`config.mk`:
```
export PLATFORM = sky130hd
export DESIGN_NAME = bkpt_unit
export DESIGN_NICKNAME = d
export VERILOG_FILES = /design/src/rtl/bkpt_pkg.sv /design/src/rtl/bkpt_decode.sv /design/src/rtl/bkpt_addr_regs.sv /design/src/rtl/bkpt_match.sv /design/src/rtl/bkpt_status.sv /design/src/rtl/bkpt_unit.sv
export SDC_FILE = /design/constraint.sdc
export NUM_CORES = 1
export LEC_CHECK = 0
export ABC_AREA = 1
export BUFFER_PORTS_ARGS = -buffer_cell sky130_fd_sc_hd__buf_2
export CAP_MARGIN = 30
export CELL_PAD_IN_SITES_DETAIL_PLACEMENT = 1
export CELL_PAD_IN_SITES_GLOBAL_PLACEMENT = 1
export CORE_MARGIN = 5
export CORE_UTILIZATION = 33
export DETAILED_ROUTE_END_ITERATION = 7
export PLACE_DENSITY = 0.91
export SYNTH_ARGS = -nofsm -noshare
export SYNTH_HDL_FRONTEND = slang
export SYNTH_SLANG_ARGS = --single-unit
```
`constraint.sdc`:
```
create_clock -name clk -period 2.4 [get_ports clk]
set_input_delay 0.36 -clock clk [delete_from_list [all_inputs] [get_ports clk]]
set_output_delay 0.36 -clock clk [all_outputs]
set_load 0.01 [all_outputs]
```
`src/rtl/bkpt_pkg.sv`:
```
`timescale 1ns/1ps
package bkpt_pkg;

  typedef struct packed {
    logic en;
    logic act;
  } bkpt_ctrl_t;

  // Next state of the control flags. A hardware hit wins over a software clear.
  function automatic bkpt_ctrl_t ctrl_next(input bkpt_ctrl_t cur,
                                           input logic       we,
                                           input logic       wr_en,
                                           input logic       wr_act,
                                           input logic       hit);
    bkpt_ctrl_t n;
    n.en  = we ? wr_en : cur.en;
    n.act = hit | (we ? wr_act : cur.act);
    return n;
  endfunction

endpackage

```
`src/rtl/bkpt_decode.sv`:
```
`timescale 1ns/1ps
module bkpt_decode #(
  parameter int unsigned        ADDR_W    = 16,
  parameter int unsigned        LANES     = 2,
  parameter logic [ADDR_W-1:0]  BASE_ADDR = 16'hFE09
) (
  input  logic [ADDR_W-1:0] addr,
  output logic [LANES-1:0]  lane_sel,
  output logic              ctrl_sel
);

  // The most significant lane sits at the base address and the lanes descend.
  function automatic logic [ADDR_W-1:0] lane_addr(input int unsigned lane);
    return BASE_ADDR + ADDR_W'(LANES - 1 - lane);
  endfunction

  for (genvar i = 0; i < LANES; i++) begin : g_lane
    assign lane_sel[i] = (addr == lane_addr(i));
  end

  assign ctrl_sel = (addr == BASE_ADDR + ADDR_W'(LANES));

endmodule

```
`src/rtl/bkpt_addr_regs.sv`:
```
`timescale 1ns/1ps
module bkpt_addr_regs #(
  parameter int unsigned DATA_W = 8,
  parameter int unsigned LANES  = 2,
  localparam int unsigned BP_W  = DATA_W * LANES
) (
  input  logic              clk,
  input  logic              rst_n,
  input  logic              we,
  input  logic [LANES-1:0]  lane_sel,
  input  logic [DATA_W-1:0] wdata,
  output logic [BP_W-1:0]   bp_addr
);

  for (genvar i = 0; i < LANES; i++) begin : g_lane
    logic [DATA_W-1:0] byte_q;

    always_ff @(posedge clk) begin
      if (!rst_n)
        byte_q <= '0;
      else if (we && lane_sel[i])
        byte_q <= wdata;
    end

    assign bp_addr[i*DATA_W +: DATA_W] = byte_q;

    // a write to a lane lands exactly in that lane
    a_r2_lane_write: assert property (@(posedge clk) disable iff (!rst_n)
      (we && lane_sel[i]) |=> (bp_addr[i*DATA_W +: DATA_W] == $past(wdata)));
  end

  // with no write strobe the breakpoint holds
  a_r10_hold_without_write: assert property (@(posedge clk) disable iff (!rst_n)
    (!we && $past(rst_n)) |=> $stable(bp_addr));

endmodule

```
`src/rtl/bkpt_match.sv`:
```
`timescale 1ns/1ps
module bkpt_match #(
  parameter int unsigned DATA_W = 8,
  parameter int unsigned LANES  = 2,
  localparam int unsigned BP_W  = DATA_W * LANES
) (
  input  logic [BP_W-1:0] bp_addr,
  input  logic [BP_W-1:0] bus_addr,
  input  logic            bus_valid,
  input  logic            armed,
  output logic            hit
);

  function automatic logic lane_equal(input logic [DATA_W-1:0] a,
                                      input logic [DATA_W-1:0] b);
    return ~|(a ^ b);
  endfunction

  logic [LANES-1:0] lane_eq;

  for (genvar i = 0; i < LANES; i++) begin : g_cmp
    assign lane_eq[i] = lane_equal(bp_addr[i*DATA_W +: DATA_W],
                                   bus_addr[i*DATA_W +: DATA_W]);
  end

  assign hit = armed & bus_valid & (&lane_eq);

endmodule

```
`src/rtl/bkpt_status.sv`:
```
`timescale 1ns/1ps
module bkpt_status
  import bkpt_pkg::*;
(
  input  logic       clk,
  input  logic       rst_n,
  input  logic       ctrl_we,
  input  logic       wr_en_bit,
  input  logic       wr_act_bit,
  input  logic       hw_hit,
  output bkpt_ctrl_t ctrl_q,
  output logic       brk_req
);

  always_ff @(posedge clk) begin
    if (!rst_n)
      ctrl_q <= '0;
    else
      ctrl_q <= ctrl_next(ctrl_q, ctrl_we, wr_en_bit, wr_act_bit, hw_hit);
  end

  assign brk_req = ctrl_q.act;

  // an enabled match raises the request at the next edge
  a_r4_hit_sets_active: assert property (@(posedge clk) disable iff (!rst_n)
    hw_hit |=> brk_req);

  // software trigger
  a_r8_sw_trigger: assert property (@(posedge clk) disable iff (!rst_n)
    (ctrl_we && wr_act_bit) |=> brk_req);

  // sticky until an explicit clear
  a_r9_sticky: assert property (@(posedge clk) disable iff (!rst_n)
    (brk_req && !(ctrl_we && !wr_act_bit)) |=> brk_req);

  // hardware set beats a same-cycle software clear
  a_r9_hit_beats_clear: assert property (@(posedge clk) disable iff (!rst_n)
    (hw_hit && ctrl_we && !wr_act_bit) |=> ctrl_q.act);

  // the enable flag follows the written bit
  a_r3_enable_written: assert property (@(posedge clk) disable iff (!rst_n)
    ctrl_we |=> (ctrl_q.en == $past(wr_en_bit)));

endmodule

```
`src/rtl/bkpt_unit.sv`:
```
`timescale 1ns/1ps
module bkpt_unit
  import bkpt_pkg::*;
#(
  parameter int unsigned       ADDR_W    = 16,
  parameter int unsigned       DATA_W    = 8,
  parameter logic [ADDR_W-1:0] BASE_ADDR = 16'hFE09,
  parameter int unsigned       EN_BIT    = 7,
  parameter int unsigned       ACT_BIT   = 6
) (
  input  logic              clk,
  input  logic              rst_n,
  input  logic              reg_we,
  input  logic [ADDR_W-1:0] reg_addr,
  input  logic [DATA_W-1:0] reg_wdata,
  output logic [DATA_W-1:0] reg_rdata,
  input  logic [ADDR_W-1:0] bus_addr,
  input  logic              bus_valid,
  output logic              brk_req
);

  localparam int unsigned       LANES    = ADDR_W / DATA_W;
  localparam logic [ADDR_W-1:0] LAST_REG = BASE_ADDR + ADDR_W'(LANES);

  logic [LANES-1:0]  lane_sel;
  logic              ctrl_sel;
  logic [ADDR_W-1:0] bp_addr;
  logic              hw_hit;
  bkpt_ctrl_t        ctrl_q;

  bkpt_decode #(
    .ADDR_W(ADDR_W), .LANES(LANES), .BASE_ADDR(BASE_ADDR)
  ) u_decode (
    .addr(reg_addr), .lane_sel(lane_sel), .ctrl_sel(ctrl_sel)
  );

  bkpt_addr_regs #(
    .DATA_W(DATA_W), .LANES(LANES)
  ) u_regs (
    .clk(clk), .rst_n(rst_n), .we(reg_we), .lane_sel(lane_sel),
    .wdata(reg_wdata), .bp_addr(bp_addr)
  );

  bkpt_match #(
    .DATA_W(DATA_W), .LANES(LANES)
  ) u_match (
    .bp_addr(bp_addr), .bus_addr(bus_addr), .bus_valid(bus_valid),
    .armed(ctrl_q.en), .hit(hw_hit)
  );

  bkpt_status u_status (
    .clk(clk), .rst_n(rst_n),
    .ctrl_we(reg_we && ctrl_sel),
    .wr_en_bit(reg_wdata[EN_BIT]),
    .wr_act_bit(reg_wdata[ACT_BIT]),
    .hw_hit(hw_hit),
    .ctrl_q(ctrl_q),
    .brk_req(brk_req)
  );

  always_comb begin
    reg_rdata = '0;
    for (int i = 0; i < LANES; i++) begin
      if (lane_sel[i])
        reg_rdata = reg_rdata | bp_addr[i*DATA_W +: DATA_W];
    end
    if (ctrl_sel) begin
      reg_rdata[EN_BIT]  = ctrl_q.en;
      reg_rdata[ACT_BIT] = ctrl_q.act;
    end
  end

  // disabled unit never matches
  a_r5_off_no_hit: assert property (@(posedge clk) disable iff (!rst_n)
    !ctrl_q.en |-> !hw_hit);

  // unqualified bus cycles never match
  a_r6_invalid_no_hit: assert property (@(posedge clk) disable iff (!rst_n)
    !bus_valid |-> !hw_hit);

  // addresses outside the window read as zero
  a_r10_outside_reads_zero: assert property (@(posedge clk) disable iff (!rst_n)
    ((reg_addr < BASE_ADDR) || (reg_addr > LAST_REG)) |-> (reg_rdata == '0));

  // flags clear after reset
  a_r1_reset_clear: assert property (@(posedge clk)
    !rst_n |=> (ctrl_q == '0));

endmodule

```
Yosys cells after proc, flatten, opt, wreduce, memory -nomap -nowiden:

Cells that the tools add are included.

* equal/unequal tests: 3
* mux-type cells: 4
* bitwise gates (word level): 6
* reductions and logical operators: 8

Operators by type and width (number)
* == test 16 bit (second input constant): 3
* 2-to-1 mux 8 bit: 2
* OR reduction 8 bit: 2
* bitwise XOR 8 bit: 2
* OR 8 bit: 1
* logical AND 1 bit: 3
* AND 1 bit: 2
* logical NOT 1 bit: 2
* 2-to-1 mux 2 bit: 1
* AND reduction 2 bit: 1
* 2-to-1 mux 1 bit: 1
* OR 1 bit: 1

* flip-flop bits (word level): 18
* input bits: 44
* output and inout bits: 9
* logic and storage cells: 25

Logic depth before layout (Yosys ltp):

Gate-level depths: netlist of run 1.

* depth in word-level cells: 6
* mapped depth: 9
* gate-level depth less buffers: 9

Cells and area by module:

Synthesis of run 1 repeated with hierarchy kept, for this count alone.

* cell total of the unflattened synthesis: 243
* area, all modules: 1312.5 um^2

Modules (own cells, without submodules)
* bkpt_addr_regs: times used 1, cells each 102, area an instance 690.7 um^2, sequential area each 320.3 um^2
* bkpt_match: times used 1, cells each 60, area an instance 271.5 um^2, sequential area each 0.0 um^2
* bkpt_unit: times used 1, cells each 35, area an instance 137.6 um^2, sequential area each 0.0 um^2
* bkpt_decode: times used 1, cells each 31, area an instance 118.9 um^2, sequential area each 0.0 um^2
* bkpt_status: times used 1, cells each 15, area an instance 93.8 um^2, sequential area each 40.0 um^2

Worst setup path before layout of run 1:

OpenSTA, ideal clock, no wires.

* path kind: input-to-output
* from: input port reg_addr[7]
* to: output port reg_rdata[7]
* arrival: 1069 ps
* required time: 2040 ps
* setup slack: 971 ps
* stages on the path: 5
* buffers on the path: 0
* cell sequence: nor2_1 nand2_1 nor2_2 nand2_4 o221ai_1

* longest elaborated chain between the ends: 5
* elaborated cells on any way between the ends: 7
* those cells by class: eq/ne (3); mux (3); bitwise (1)

Ends and longest elaborated chain
* start, declared: line bkpt_unit.sv:14 `input logic [ADDR_W-1:0] reg_addr,`
* == test 16 bit: line bkpt_decode.sv:18 `assign lane_sel[i] = (addr == lane_addr(i));`
* 2-to-1 mux 8 bit: line bkpt_unit.sv:64 `if (lane_sel[i])`
* OR 8 bit: line bkpt_unit.sv:65 `reg_rdata = reg_rdata | bp_addr[i*DATA_W +: DATA_W];`
* 2-to-1 mux 8 bit: line bkpt_unit.sv:64
* 2-to-1 mux 2 bit *: line bkpt_unit.sv:67 `if (ctrl_sel) begin`
* end, declared: line bkpt_unit.sv:16 `output logic [DATA_W-1:0] reg_rdata,`

Mark *: on every way between the ends. The rest lies on a longest branch, timed or not.

Worst setup path in the final report of run 1:

* from: input port reg_addr[7]
* to: output port reg_rdata[6]

Same word-level chain as after synthesis.

==> qor.yml, run 1 <==
reg2reg_depth: 8
final_area_um2: 1590
grtUsageMet2: 0.315
grt_pass1_vias: 1475
cts_tree: "built"
rows: 22
initial_core_util: 0.337
hold_viol: 0
synthesis.instances: 193
met1_usage: 0.211
whs_path_depth: 3
vias: 1381
relSlewSlack: 0.771
synth-edff-count: 0
nets: 293
cp.required_ns: 2.04
area_delta_synth_final_pct: 30.6
cp.arrival_ns: 1.42
drive_gt1_frac: 0.302
power_leakage_uw: 0.000878
synth_ff_type: "dfxtp_1"
report.final.slew_viol_count: 0
cp_max_fo: 3
grt_pass1_wl_mm: 6.93
cts_buffer_depth: 2
crit_type: "in -> out"
seqCellArea_um2: 360
nFillCells: 517
grt_overflow: 0
met3_usage: 0.0170
yosysUniqueCellTypes: 26
wl_mm: 4.05
ys_seq_elements: 18
clkSinkCount: 18
syn-num-nets: 237
max_freq_mhz: 562
syn_area_per_cell_um2: 6.29
hold_class: "in -> reg"
maxCapViolCount: 0
yosysSeqAreaShare: 0.297
clock_skew_ns: 0.00386
end_kind: "output port"
yosysWarnings: 0
cts_hold_buf: 0
vdd_drop_max_uv: 178
antenna_found_initial: 0
setup_viol: 0
fp.coreArea_um2: 3610
die-area_um2: 4990
ctsResizeCount: 0
grt_usage: 0.170
period_share: 0.741
place_area_um2: 1530
status: "complete, no violations"
ios: 53
gp_congestion: 0.822
grt_max_degree: 18
tightest_slew_ns: 0.343
grt_busiest_layer: "met2"
worstSetupStartpointType: "input pin"
cts_root_buffer: "clkbuf_8"
vias_per_cell: 4.67
dp_hpwl_mm: 3.21
synthArstFlopShare: 0
h-tree-depth: 1
multi_input_area_um2: 722
die_h_um: 70.7
period_needed_ns: 1.78
die_w_um: 70.7
synth_area_um2: 1210
cts_setup_buffers: 0
clock_latency_ns: 0.26
dr.first_iter.drc_count: 52
ant_nets: 0
drc: 0
wl_per_cell_um: 13.7
cts_buffers: 3
firstDrtPassIters: 4
grt_setup_unrepaired: "no"
fin_tns_setup_ns: 0
powerDensity_nw_per_um2: 401
antennaDiodeCount: 0
clk_pin_slew_ns: 0.07
port_buffers: 52
[cell families after synthesis]
logic type	synth area share
buffers and inverters	0.109
DFF	0.297
xor gates and xnor gates	0.0433
AOI/OAI and AO/OA	0.122
and+or+nand+nor	0.429
[worst max-delay path, cell delays in order]
cell	delay [ns]
buf_2	0.10
nor2_1	0.10
nand2_1	0.12
nor2_1	0.23
and2_1	0.22
nand2_1	0.06
o211ai_1	0.07
buf_2	0.16
[flip-flops by register name, indices dropped and copies added, names as in the netlist]
signal	count
u_regs.g_lane.byte_q	16
u_status.brk_req	1
u_status.ctrl_q	1
[metal layers]
layer	up-vias	routed length (um)
li1	700	-
met1	652	1790
met2	24	2090
met3	5	122
met4	0	43
met5	-	0
[through the flow]
| stage | setup WS (ns) | utilization | power, uW | instances | hold WS [ns] |
|---|---|---|---|---|---|
| after floorplan | 0.971 | - | 339 | 193 | 0.454 |
| after global placement | 0.707 | 0.425 | 387 | 292 | 0.480 |
| after detailed placement | 0.629 | 0.425 | 390 | 292 | 0.487 |
| after CTS | 0.614 | 0.440 | 641 | 296 | 0.353 |
| after global routing | 0.508 | 0.440 | 666 | 296 | 0.360 |
| final | 0.621 | 0.440 | 637 | 296 | 0.349 |
[Yosys cell counts (all sizes together), types with 2 or more instances]
library cell   n  area (um^2)
a21oi          3         15.0
dfxtp         18          360
inv           33          129
nand2         48          198
nand3          6         35.0
nand4          2         27.5
nor2          50          249
o21ai         19         95.1
o22ai          2         12.5
xnor2          6         52.6
[final timing paths]
check,startpoint,to,slack (ns)
max reg2reg,u_regs.g_lane[0].byte_q[3],u_status.brk_req,1.23
max,reg_addr[7],reg_rdata[6],0.62
min,reg_wdata[4],u_regs.g_lane[1].byte_q[4],0.35
min reg2reg,u_status.ctrl_q[1],u_status.ctrl_q[1],0.50
[cell type report]
| type | instances | area share |
|---|---|---|
| clock buffer | 4 | 0.0347 |
| inverter | 33 | 0.0812 |
| multi-input combinational | 141 | 0.455 |
| sequential | 18 | 0.227 |
| tap | 48 | 0.0379 |
| timing repair buffer | 52 | 0.164 |
[report_power, final]
| part | internal, uW | switching, uW | total, uW |
|---|---|---|---|
| registers | 298 | 0.00409 | 298 |
| clock network | 146 | 107 | 253 |
| logic | 39.5 | 45.5 | 85.0 |
| total | 484 | 153 | 637 |
[layout by cell type, fill, tap and decap left out, drive strengths merged]
| cell type | n |
|---|---|
| a22o | 1 |
| nor2 | 50 |
| a21oi | 3 |
| xnor2 | 6 |
| o22ai | 2 |
| clkbuf | 4 |
| nand2 | 48 |
| nand3 | 6 |
| nand4 | 2 |
| dfxtp | 18 |
| buf | 52 |
| inv | 33 |
| o21ai | 19 |
| o211ai | 1 |
| or2 | 1 |
| and2 | 1 |
| o221ai | 1 |
Power figures use the tool's default switching activity.
==> inputs of run 2 (changes only) <==
--- a/config.mk
+++ b/config.mk
@@ -11,9 +11,9 @@
 export CELL_PAD_IN_SITES_DETAIL_PLACEMENT = 1
 export CELL_PAD_IN_SITES_GLOBAL_PLACEMENT = 1
 export CORE_MARGIN = 5
-export CORE_UTILIZATION = 33
+export CORE_UTILIZATION = 31
 export DETAILED_ROUTE_END_ITERATION = 7
-export PLACE_DENSITY = 0.91
+export PLACE_DENSITY = 0.87
 export SYNTH_ARGS = -nofsm -noshare
 export SYNTH_HDL_FRONTEND = slang
 export SYNTH_SLANG_ARGS = --single-unit
==> constraint.sdc (replaced) <==
create_clock -name clk -period 1.7 [get_ports clk]
set_input_delay 0.255 -clock clk [delete_from_list [all_inputs] [get_ports clk]]
set_output_delay 0.255 -clock clk [all_outputs]
set_load 0.01 [all_outputs]
==> qor.yml, run 2 (synthesis results as in run 1) <==
area_delta_synth_final_pct: 29.5
grt_overflow: 0
initial_core_util: 0.327
wl_mm: 3.78
dp_hpwl_mm: 3.05
ctsResizeCount: 0
wl_per_cell_um: 12.8
worstSetupStartpointType: "input pin"
die_w_um: 72.6
crit_type: "in -> out"
clock_latency_ns: 0.26
vias: 1334
max_freq_mhz: 638
cts_root_buffer: "clkbuf_8"
maxCapViolCount: 0
r2r_slack_ns: 0.57
final_area_um2: 1570
drc: 0
fin_tns_setup_ns: 0
cts_setup_buffers: 0
fp.coreArea_um2: 3720
combPwrFrac: 0.139
cp.required_ns: 1.44
cts_buffer_depth: 2
grt_pass1_vias: 1395
layout_commonest_cell: "buf_2"
dr.first_iter.drc_count: 32
firstDrtPassIters: 4
p_sw_uw: 206
powerDensity_nw_per_um2: 535
place_area_um2: 1530
setup_viol: 0
vias_per_cell: 4.52
swShare: 0.245
period_share: 0.922
ant_nets: 0
clockPowerShare: 0.360
reg2reg_depth: 5
status: "complete, no violations"
cts_hold_buf: 0
cts_buffers: 3
cp.arrival_ns: 1.31
period_needed_ns: 1.57
cp_max_fo: 3
nets: 293
cts_tree: "built"
final_util: 0.423
grt_max_degree: 18
die-area_um2: 5270
largest_reg_flops: 16
gp_congestion: 0.802
grt_setup_unrepaired: "no"
relSlewSlack: 0.789
antenna_found_initial: 0
hold_class: "in -> reg"
whs_path_depth: 3
ios: 53
grt_pass1_wl_mm: 6.37
h-tree-depth: 1
fin_hold_ws_ns: 0.240
report.final.slew_viol_count: 0
tightest_slew_ns: 0.317
layout_common_cells: "buf_2 (52), nand2_1 (45), nor2_1 (44), inv_1 (26)"
intPower_uw: 635
drive_gt1_frac: 0.300
die_h_um: 72.6
grt_usage: 0.157
clock_skew_ns: 0.00614
power_leakage_uw: 0.000871
end_kind: "output port"
rows: 22
hold_viol: 0
top_register: "u_regs.g_lane.byte_q"
seqPwrFrac: 0.501
port_buffers: 52
p_total_uw: 841
clkSinkCount: 18
clk_pin_slew_ns: 0.06
antennaDiodeCount: 0
vdd_drop_max_uv: 228
run 2: cell count changes in the layout (fill, tap and decap cells not counted), sizes merged:
cell and change:
clkbuf -1
run 2: final timing paths:
check                                                 from                         end
worst max register to register  u_regs.g_lane[1].byte_q[6]            u_status.brk_req
worst max-delay path                           reg_addr[5]                reg_rdata[7]
worst min-delay path                          reg_wdata[0]  u_regs.g_lane[0].byte_q[0]
worst min register to register          u_status.ctrl_q[1]          u_status.ctrl_q[1]
run 2: critical path, stage by stage:
cell	delay, ns
buf_2	0.09
nor2_1	0.11
nand2_1	0.12
nor2_1	0.20
and2_1	0.22
nand2_1	0.07
o221ai_1	0.07
buf_2	0.17
run 2: area by class of cell:
type | instances | area, um^2
clock buffers | 3 | 41.3
fillers | 520 | 2140
inverters | 33 | 129
multi-input cells | 141 | 722
flip-flops and latches | 18 | 360
well taps | 48 | 60.1
repair buffers | 52 | 260
run 2: power by group through the flow:
stage	sequential [uW]	clock, uW	combinational [uW]
floorplan	431	0	47.6
global placement	431	0	115
detailed placement	431	0	118
CTS	421	307	119
global route	421	337	130
finish	421	302	117
run 2: per-layer routing:
metal	routed length (um)	vias up	global-route usage
met2	1880	32	0.266
met1	1670	592	0.198
li1	-	706	-
met5	0	-	0
met3	178	4	0.0303
met4	53	0	0.0533
run 2: stage by stage:
step	setup WS (ns)	cells
after floorplan	0.481	193
after global placement	0.212	292
after detailed placement	0.127	292
after CTS	0.124	295
after global routing	0.0409	295
final	0.133	295
==> inputs of run 3 (changes only) <==
--- a/config.mk
+++ b/config.mk
@@ -13,6 +13,7 @@
 export CORE_MARGIN = 5
 export CORE_UTILIZATION = 31
 export DETAILED_ROUTE_END_ITERATION = 7
+export GPL_TIMING_DRIVEN = 0
 export PLACE_DENSITY = 0.87
 export SYNTH_ARGS = -nofsm -noshare
 export SYNTH_HDL_FRONTEND = slang
==> qor.yml, run 3 (synthesis results as in run 1) <==
path_cells: "buf_2, nor2_1, nand2_1, nor2_2, nand2_4, inv_2, nand2_1, o211ai_1, buf_2"
clock_skew_ns: 0.000408
vias_per_cell: 4.53
timing.final.ws_setup_ns: 0.137
drive_gt1_frac: 0.302
antennaDiodeCount: 0
power_leakage_uw: 0.000872
top_register: "u_regs.g_lane.byte_q"
end_kind: "output port"
grt_pass1_wl_mm: 6.05
grt_setup_unrepaired: "no"
dp_hpwl_mm: 3.11
grt_max_degree: 11
grt_overflow: 0
nFillCells: 527
cts_setup_buffers: 0
max_freq_mhz: 640
setup_viol: 0
cpMaxStageDelayCell: "nor2_2"
period_needed_ns: 1.56
nets: 294
intPower_uw: 635
layout_commonest_cell: "buf_2"
cp_max_fo: 6
worstSetupStartpointType: "input pin"
crit_type: "in -> out"
vdd_drop_max_uv: 224
clockPowerShare: 0.361
report.final.slew_viol_count: 0
wl_mm: 3.72
largest_reg_flops: 16
drc: 0
layout_common_cells: "buf_2 (52), nand2_1 (45), nor2_1 (43), inv_1 (26)"
cts_root_buffer: "clkbuf_8"
rows: 22
p_sw_uw: 210
seqPwrFrac: 0.498
cp.arrival_ns: 1.31
clkSinkCount: 18
relSlewSlack: 0.742
initial_core_util: 0.327
die-area_um2: 5270
die_w_um: 72.6
grt_usage: 0.146
ant_nets: 0
maxCapViolCount: 0
status: "complete, no violations"
period_share: 0.919
cts_buffers: 3
cts_buffer_depth: 2
critPathMaxStageDelay_ns: 0.17
area_delta_synth_final_pct: 30.0
clk_pin_slew_ns: 0.07
tightest_slew_ns: 0.387
gp_congestion: 0.808
port_buffers: 52
cts_hold_buf: 0
die_h_um: 72.6
hold_class: "in -> reg"
clock_latency_ns: 0.26
swShare: 0.249
dr.first_iter.drc_count: 20
antenna_found_initial: 0
powerDensity_nw_per_um2: 536
reg2reg_from: "u_regs.g_lane[0].byte_q[1]"
final_util: 0.425
combPwrFrac: 0.141
p_total_uw: 846
ios: 53
cts_tree: "built"
hold_start: "reg_wdata[4]"
dp_worst_setup_slack_ns: 0.131
startpoint: "reg_addr[7]"
fp.coreArea_um2: 3720
firstDrtPassIters: 4
vias: 1342
fin_tns_setup_ns: 0
grt_pass1_vias: 1390
hold_viol: 0
cp.required_ns: 1.44
ctsResizeCount: 0
wl_per_cell_um: 12.6
h-tree-depth: 1
## run 3: cell count changes in the layout (fill, tap and decap cells not counted), sizes merged
cell,previous run,this run
clkbuf,3,4
## run 3: layout make-up
type	instances	area (um^2)	share of cell area
multi-input cells	141	724	0.459
repair buffers	52	260	0.165
plain buffers	1	3.75	0.00238
clock buffers	3	41.3	0.0261
inverters	33	129	0.0816
flip-flops and latches	18	360	0.228
well taps	48	60.1	0.0380
## run 3: final timing paths
check / endpoint / cells after the start / slack, ns
hold / removal: u_regs.g_lane[0].byte_q[4] / 3 / 0.24
hold reg to reg: u_status.ctrl_q[1] / 2 / 0.50
setup / recovery: reg_rdata[6] / 9 / 0.14
setup reg to reg: u_status.brk_req / 8 / 0.58
## run 3: routing by layer
metal / track usage / vias up / part of all wire
li1: - / 703 / -
met1: 0.179 / 607 / 0.44
met2: 0.261 / 27 / 0.51
met5: 0 / - / 0
met4: 0.0492 / 0 / 0.014
met3: 0.0193 / 5 / 0.044
## run 3: through the flow
step,hold slack [ns],instance area [um^2],std cells
after floorplan,0.387,1210,193
after global placement,0.477,1540,293
after detailed placement,0.483,1540,293
after CTS,0.237,1580,296
after global routing,0.254,1580,296
final,0.237,1580,296
## run 3: critical path, delay by kind of cell
family / cells / cell delay (ns)
AOI/OAI and AO/OA: 1 / 0.08
and+or+nand+nor: 5 / 0.60
buffers and inverters: 3 / 0.37
## run 3: power groups by stage
| stage | Clock (uW) | Sequential [uW] | Combinational, uW |
|---|---|---|---|
| 6_report | 305 | 421 | 119 |
| 5_1_grt | 320 | 421 | 133 |
| 4_1_cts | 306 | 422 | 121 |
| 3_5_place_dp | 0 | 431 | 120 |
| 3_3_place_gp | 0 | 431 | 116 |
| 2_1_floorplan | 0 | 431 | 47.6 |
